## src/rtl/gpio5_pkg.sv

```systemverilog
package gpio5_pkg;
    localparam int P_PINS   = 5;
    localparam int P_DW     = 8;
    localparam int P_AW     = 4;
    localparam int P_HI     = P_DW - P_PINS;
    localparam logic [P_AW-1:0]   A_DIR  = P_AW'(0);
    localparam logic [P_AW-1:0]   A_DATA = P_AW'(1);
    localparam logic [P_PINS-1:0] DIR_INIT  = P_PINS'(5'b10000);
    localparam logic [P_PINS-1:0] DATA_INIT = '0;

    typedef struct packed {
        logic [P_PINS-1:0] dir;
        logic [P_PINS-1:0] dat;
    } port_regs_t;
endpackage

```

## src/rtl/gpio5_sync.sv

```systemverilog
module gpio5_sync
    import gpio5_pkg::*;
(
    input  logic              clk,
    input  logic              rst_n,
    input  logic [P_PINS-1:0] pin_raw,
    output logic [P_PINS-1:0] pin_syn
);
    for (genvar g = 0; g < P_PINS; g++) begin : g_bit
        logic [1:0] stg_d, stg_q;
        always_comb stg_d = {stg_q[0], pin_raw[g]};
        always_ff @(posedge clk or negedge rst_n) begin
            if (!rst_n) stg_q <= '0;
            else        stg_q <= stg_d;
        end
        assign pin_syn[g] = stg_q[1];
    end
endmodule

```

## src/rtl/gpio5_regs.sv

```systemverilog
module gpio5_regs
    import gpio5_pkg::*;
(
    input  logic              clk,
    input  logic              rst_n,
    input  logic              hw_stby,
    input  logic              sw_stby,
    input  logic              wr,
    input  logic [P_AW-1:0]   addr,
    input  logic [P_PINS-1:0] wdat,
    output port_regs_t        regs
);
    localparam port_regs_t INIT = '{dir: DIR_INIT, dat: DATA_INIT};
    port_regs_t st_d, st_q;

    always_comb begin
        st_d = st_q;
        if (hw_stby) begin
            st_d = INIT;
        end else if (!sw_stby && wr) begin
            if (addr == A_DIR)  st_d.dir = wdat;
            if (addr == A_DATA) st_d.dat = wdat;
        end
    end

    always_ff @(posedge clk or negedge rst_n) begin
        if (!rst_n) st_q <= INIT;
        else        st_q <= st_d;
    end

    assign regs = st_q;

    assert_hw_reset_R9: assert property (@(posedge clk) disable iff (!rst_n)
        hw_stby |=> (st_q == INIT));
    assert_both_hw_R11: assert property (@(posedge clk) disable iff (!rst_n)
        (hw_stby && sw_stby) |=> (st_q.dir == DIR_INIT));
    assert_sw_hold_R10: assert property (@(posedge clk) disable iff (!rst_n)
        (sw_stby && !hw_stby) |=> $stable(st_q));
endmodule

```

## src/rtl/gpio5_rdmux.sv

```systemverilog
module gpio5_rdmux
    import gpio5_pkg::*;
(
    input  logic [P_AW-1:0]   addr,
    input  port_regs_t        regs,
    input  logic [P_PINS-1:0] pin_syn,
    output logic [P_DW-1:0]   rdat
);
    logic [P_PINS-1:0] mixed;
    always_comb begin
        mixed = (regs.dir & regs.dat) | (~regs.dir & pin_syn);
        if (addr == A_DATA) rdat = {{P_HI{1'b1}}, mixed};
        else                rdat = '1;
    end
endmodule

```

## src/rtl/gpio5_port.sv

```systemverilog
module gpio5_port
    import gpio5_pkg::*;
(
    input  logic              clk,
    input  logic              rst_n,
    input  logic              hw_stby,
    input  logic              sw_stby,
    input  logic [P_AW-1:0]   bus_addr,
    input  logic              bus_wr,
    input  logic              bus_rd,
    input  logic [P_DW-1:0]   bus_wdata,
    output logic [P_DW-1:0]   bus_rdata,
    input  logic [P_PINS-1:0] pin_in,
    output logic [P_PINS-1:0] pin_out,
    output logic [P_PINS-1:0] pin_oe
);
    logic [P_PINS-1:0] pin_syn;
    port_regs_t        regs;
    logic [P_DW-1:0]   rd_mux;
    logic [P_DW-1:0]   rd_d, rd_q;
    logic              wdata_unused_hi;

    assign wdata_unused_hi = ^bus_wdata[P_DW-1:P_PINS];

    gpio5_sync u_sync (
        .clk     (clk),
        .rst_n   (rst_n),
        .pin_raw (pin_in),
        .pin_syn (pin_syn)
    );

    gpio5_regs u_regs (
        .clk     (clk),
        .rst_n   (rst_n),
        .hw_stby (hw_stby),
        .sw_stby (sw_stby),
        .wr      (bus_wr),
        .addr    (bus_addr),
        .wdat    (bus_wdata[P_PINS-1:0]),
        .regs    (regs)
    );

    gpio5_rdmux u_rdmux (
        .addr    (bus_addr),
        .regs    (regs),
        .pin_syn (pin_syn),
        .rdat    (rd_mux)
    );

    always_comb begin
        rd_d = rd_q;
        if (bus_rd) rd_d = rd_mux;
    end

    always_ff @(posedge clk or negedge rst_n) begin
        if (!rst_n) rd_q <= '1;
        else        rd_q <= rd_d;
    end

    assign bus_rdata = rd_q;
    assign pin_out   = regs.dat;
    assign pin_oe    = regs.dir;

    assert_dir_reads_ones_R2: assert property (@(posedge clk) disable iff (!rst_n)
        (bus_rd && bus_addr == A_DIR) |=> (bus_rdata == '1));
    assert_unmapped_ones_R8: assert property (@(posedge clk) disable iff (!rst_n)
        (bus_rd && bus_addr != A_DIR && bus_addr != A_DATA) |=> (bus_rdata == '1));
    assert_hi_bits_set_R4: assert property (@(posedge clk) disable iff (!rst_n)
        (bus_rd && bus_addr == A_DATA) |=> (bus_rdata[P_DW-1:P_PINS] == '1));
    assert_rdata_hold_R7: assert property (@(posedge clk) disable iff (!rst_n)
        !bus_rd |=> $stable(bus_rdata));
    assert_out_pins_drive_R5: assert property (@(posedge clk) disable iff (!rst_n)
        (bus_rd && bus_addr == A_DATA) |=>
            ((bus_rdata[P_PINS-1:0] & pin_oe) == (pin_out & $past(pin_oe))));
endmodule

```

## config.mk

```make
export PLATFORM = sky130hd
export DESIGN_NAME = gpio5_port
export DESIGN_NICKNAME = d
export VERILOG_FILES = /design/src/rtl/gpio5_pkg.sv /design/src/rtl/gpio5_sync.sv /design/src/rtl/gpio5_regs.sv /design/src/rtl/gpio5_rdmux.sv /design/src/rtl/gpio5_port.sv
export SDC_FILE = /design/constraint.sdc
export NUM_CORES = 1
export LEC_CHECK = 0
export BUFFER_PORTS_ARGS = -buffer_cell sky130_fd_sc_hd__clkbuf_2
export CAP_MARGIN = 30
export CORE_MARGIN = 2
export CORE_UTILIZATION = 50
export DETAILED_ROUTE_END_ITERATION = 12
export PLACE_DENSITY_LB_ADDON = 0.2
export SLEW_MARGIN = 40
export SYNTH_ARGS = -nofsm -noshare
export SYNTH_HDL_FRONTEND = slang
export SYNTH_SLANG_ARGS = --single-unit
```

## constraint.sdc

```tcl
create_clock -name clk -period 1.84 [get_ports clk]
set_input_delay 0.276 -clock clk [delete_from_list [all_inputs] [get_ports clk]]
set_output_delay 0.276 -clock clk [all_outputs]
set_load 0.005 [all_outputs]
```

After elaboration in Yosys (flattened, before gate mapping)
Cells that the tools add are included.
{"block": "word_totals", "reg_bits": 28, "elab_cells": 26}
{"block": "classes", "eq_ne": 1, "muxes": 5, "bitwise": 4, "reduce_logical": 8}
{"cell": "two-way mux 10 bit", "count": 2}
{"cell": "two-way mux 5 bit", "count": 3}
{"cell": "bitwise AND 5 bit", "count": 2}
{"cell": "nonzero test 2 bit", "count": 3}
{"cell": "inverter 5 bit", "count": 1}
{"cell": "bitwise OR 5 bit", "count": 1}
{"cell": "equality test 4 x 1 -> 1 bit, second input constant", "count": 1}
{"cell": "logical NOT 4 bit", "count": 1}
{"cell": "AND reduction 2 bit", "count": 2}
{"cell": "logical AND 1 bit", "count": 1}
{"cell": "logical NOT 1 bit", "count": 1}

Longest topological paths before layout
{"block": "logic_depth", "ltp_word": 4, "mapped_depth": 4, "ltp_nobuf": 3}

Cells and area by module
From an unflattened synthesis, not the netlist that was laid out.
{"block": "hier_totals", "hier_cells": 88, "area_unflattened_um2": 1248.7}
{"mod": "gpio5_regs", "n_inst": 1, "cells_per_inst": 41, "area_each_um2": 500.5, "seq_area_each_um2": 251.5}
{"mod": "gpio5_port", "n_inst": 1, "cells_per_inst": 17, "area_each_um2": 341.6, "seq_area_each_um2": 210.2}
{"mod": "gpio5_sync", "n_inst": 1, "cells_per_inst": 15, "area_each_um2": 287.8, "seq_area_each_um2": 250.2}
{"mod": "gpio5_rdmux", "n_inst": 1, "cells_per_inst": 15, "area_each_um2": 118.9, "seq_area_each_um2": 0.0}

Worst setup path before layout
OpenSTA, ideal clock, no wires.
{"block": "synth_timing", "path_kind": "input port to flip-flop", "startpoint": "input bus_addr[1]", "endpoint": "register u_regs.st_q, in the netlist u_regs.regs[0]", "setup_time_ps": 79, "arrival_ps": 921, "t_required_ps": 1761, "setup_slack_ps": 840, "cell_stages": 4, "n_path_buf": 1, "cell_sequence": "nor3_4 > and3_1 > buf_6 > mux2i_1"}
{"block": "synth_between", "elab_chain_cells": 3}
{"item": "start: declaration", "line": "gpio5_port.sv:8", "rtl": "input logic [P_AW-1:0] bus_addr,"}
{"item": "equality test 4 x 1 -> 1 bit", "line": "gpio5_regs.sv:22", "rtl": "if (addr == A_DATA) st_d.dat = wdat;"}
{"item": "nonzero test 2 bit (no line)"}
{"item": "AND reduction 2 bit (no line)"}
{"item": "end signal: assignment", "line": "gpio5_regs.sv:28", "rtl": "else st_q <= st_d;"}
{"item": "end: declaration", "line": "gpio5_regs.sv:14", "rtl": "port_regs_t st_d, st_q;"}
No other way between the ends.
A chain may end at the register's enable or synchronous reset.

Worst setup path in the final report
{"block": "layout_timing", "startpoint": "register u_regs.st_q, in the netlist u_regs.regs[9]", "endpoint": "output pin_oe[4]"}
{"item": "end: declaration", "line": "gpio5_port.sv:15", "rtl": "output logic [P_PINS-1:0] pin_oe"}
No word-level cell between the ends.

==> out/qor.yml <==
layout_commonest_cell: "clkbuf_2"
synth_top_family_by_area: "simple AND/OR/NAND/NOR gates"
syn2layout_area_growth_pct: 20.8
fmax_mhz: 789
dp.cells: 135
cts_sinks: 25
vias: 657
initial_utilization_pct: 52.1
skew_ns: 0.00382
drive_gt1_share_pct: 40.7
ant_nets: 0
synth_seq_area_share_pct: 62.6
cts-htree-levels: 1
ios: 41
grt_use_total_pct: 16.2
grt_max_degree: 26
cap_violations: 0
post-route-util_pct: 62.9
synth.cell_area_sq_um: 1010
dieArea_sq_um: 2400
fin_crit_sh_pct: 68.9
finalHoldViolations: 0
yosysUniqueCellTypes: 15
synth.area.mux_share_pct: 14.9
maxSlewHeadroom_pct: 60.0
synth_fa_ha_area_share_pct: 0
syn_area_per_cell_sq_um: 13.1
clock_path_buffers: 2
wl_mm: 1.70
hp-class: "in2reg"
grt_pass1_wl_mm: 2.97
clock-root-buffer: "clkbuf_4"
drv_slew: 0
cp-end-kind: "output port"
dieHeight_um: 49.0
crit_type: "reg2out"
layout_common_cells: "34 x clkbuf_2, 19 x dfrtp_1, 15 x mux2i_1, 14 x nand2b_1, 7 x nor2_1"
gp_congestion: 0.694
p_per_area_nw_per_um2: 714
p_leak_nw: 0.619
critPathMaxFanout: 3
synthSimpleGateAreaFrac_pct: 16.0
p_total_mw: 0.872
fill_cells: 172
synth_xor_area_share_pct: 0
place_worst_setup_slack_ns: 0.518
setup_violations: 0
fin_nets: 137
tritoncts: "yes"
fin_ws_ns: 0.573
dieWidth_um: 49.0
arrival_ns: 0.99
cts_resized: 0
grt_antenna_before_repair: 0
cp_slowest_stage_delay_ns: 0.57
vias_per_cell: 4.69
period_needed_ns: 1.27
row_count: 16
worst_path_max_delay_cell: "dfstp_2"
cp_top_family: "flip-flops"
irDropWorstVdd_mv: 0.606
firstDrtPassIters: 4
fin_cells: 140
core_area_sq_um: 1940
antennaDiodeCount: 0
grt_pass1_vias: 702
grt-ovfl-total: 0
tightest_slew_ns: 0.600
rsz0062_at_grt: "false"
ys_ff_latch: 25
io_buffer_count: 34
drc_errors: 0
clock_latency_ns: 0.31
ys_warn_count: 0
wl_per_cell_um: 12.1
clk_pin_slew_worst_paths_ns: 0.12
outcome: "complete, no violations"
cp.required_ns: 1.56
tns_ns: 0
start_kind: "register"
syn_inst: 77
post_cts_buffers: 0
synth_compound_area_share_pct: 2.48
path_cells: "clkbuf_2"
cts_buffers: 3
drtIter0Drc: 3
dp_hpwl_mm: 1.27
path_buf_inv: 1
layout make-up:
type / instances / area [sq um] / area share [%]
Sequential cell: 25 / 633 / 51.8
Multi-Input combinational cell: 49 / 348 / 28.5
Timing Repair Buffer: 35 / 180 / 14.8
Tap cell: 27 / 33.8 / 2.77
Clock buffer: 4 / 26.3 / 2.15
cells in the mapped netlist:
| cell type | count | area share [%] |
|---|---|---|
| dfrtp_1 | 19 | 47 |
| a21oi_1 | 5 | 2.5 |
| nand3b_2 | 1 | 1.1 |
| clkbuf_1 | 1 | 0.37 |
| dfstp_2 | 6 | 16 |
| and3_2 | 1 | 0.74 |
| nor2b_1 | 1 | 0.62 |
| nor3_4 | 1 | 1.6 |
| conb_1 | 1 | 0.37 |
| nand2b_1 | 14 | 8.7 |
| nor2_1 | 7 | 2.6 |
| buf_6 | 1 | 1.1 |
| and3_1 | 1 | 0.62 |
| mux2i_1 | 15 | 15 |
| buf_4 | 3 | 2.2 |
stage by stage:
stage          cell area, sq um  hold slack (ns)
6_report                   1220           0.0601
5_1_grt                    1220           0.0442
4_1_cts                    1220           0.0443
3_5_place_dp               1180            0.308
3_3_place_gp               1180            0.311
2_1_floorplan              1020          -0.0196
sequential cells by signal, indices dropped and copies added (netlist names):
signal and flops:
u_regs.regs 10, u_sync.g_bit.stg_q 10, bus_rdata 5
power by group:
group	switching (mW)	leakage (nW)	total, mW	internal [mW]
combinational	0.0349	0.299	0.0665	0.0315
clock	0.148	0.0150	0.232	0.0847
sequential	0.00563	0.305	0.573	0.567
layer usage:
layer | global-route usage [%] | up-vias | routed length, um
met5 | 0 | - | 0
met4 | 8.57 | 0 | 13
met3 | 2.45 | 2 | 92
met2 | 26.7 | 22 | 844
met1 | 20.7 | 315 | 749
li1 | - | 318 | -
what timing repair did:
action	4_1_cts	5_1_grt
setup endpoints to repair	0	0
hold buffers	1	0
endpoints found under the hold margin	19	0
logic make-up (layout without fill, tap and decap cells):
kind of cell / after synthesis / after routing
other cells: 1 / 3
flops: 25 / 25
compound gates: 5 / 5
buf+inv: 5 / 39
mux: 15 / 15
simple gates: 26 / 26
path summary, 6_finish.rpt:
check	from	endpoint	slack, ns	cells past startpoint
min in group asynchronous	rst_n	u_sync.g_bit[3].stg_q[0]	0.48	2
max in group asynchronous	rst_n	u_sync.g_bit[1].stg_q[1]	0.96	2
setup reg to reg	u_regs.regs[9]	bus_rdata[4]	0.92	2
hold / removal	pin_in[0]	u_sync.g_bit[0].stg_q[0]	0.06	1
hold reg to reg	u_sync.g_bit[1].stg_q[0]	u_sync.g_bit[1].stg_q[1]	0.36	0
setup / recovery	u_regs.regs[9]	pin_oe[4]	0.57	1
Note: power is estimated with default switching activity, not from simulation.
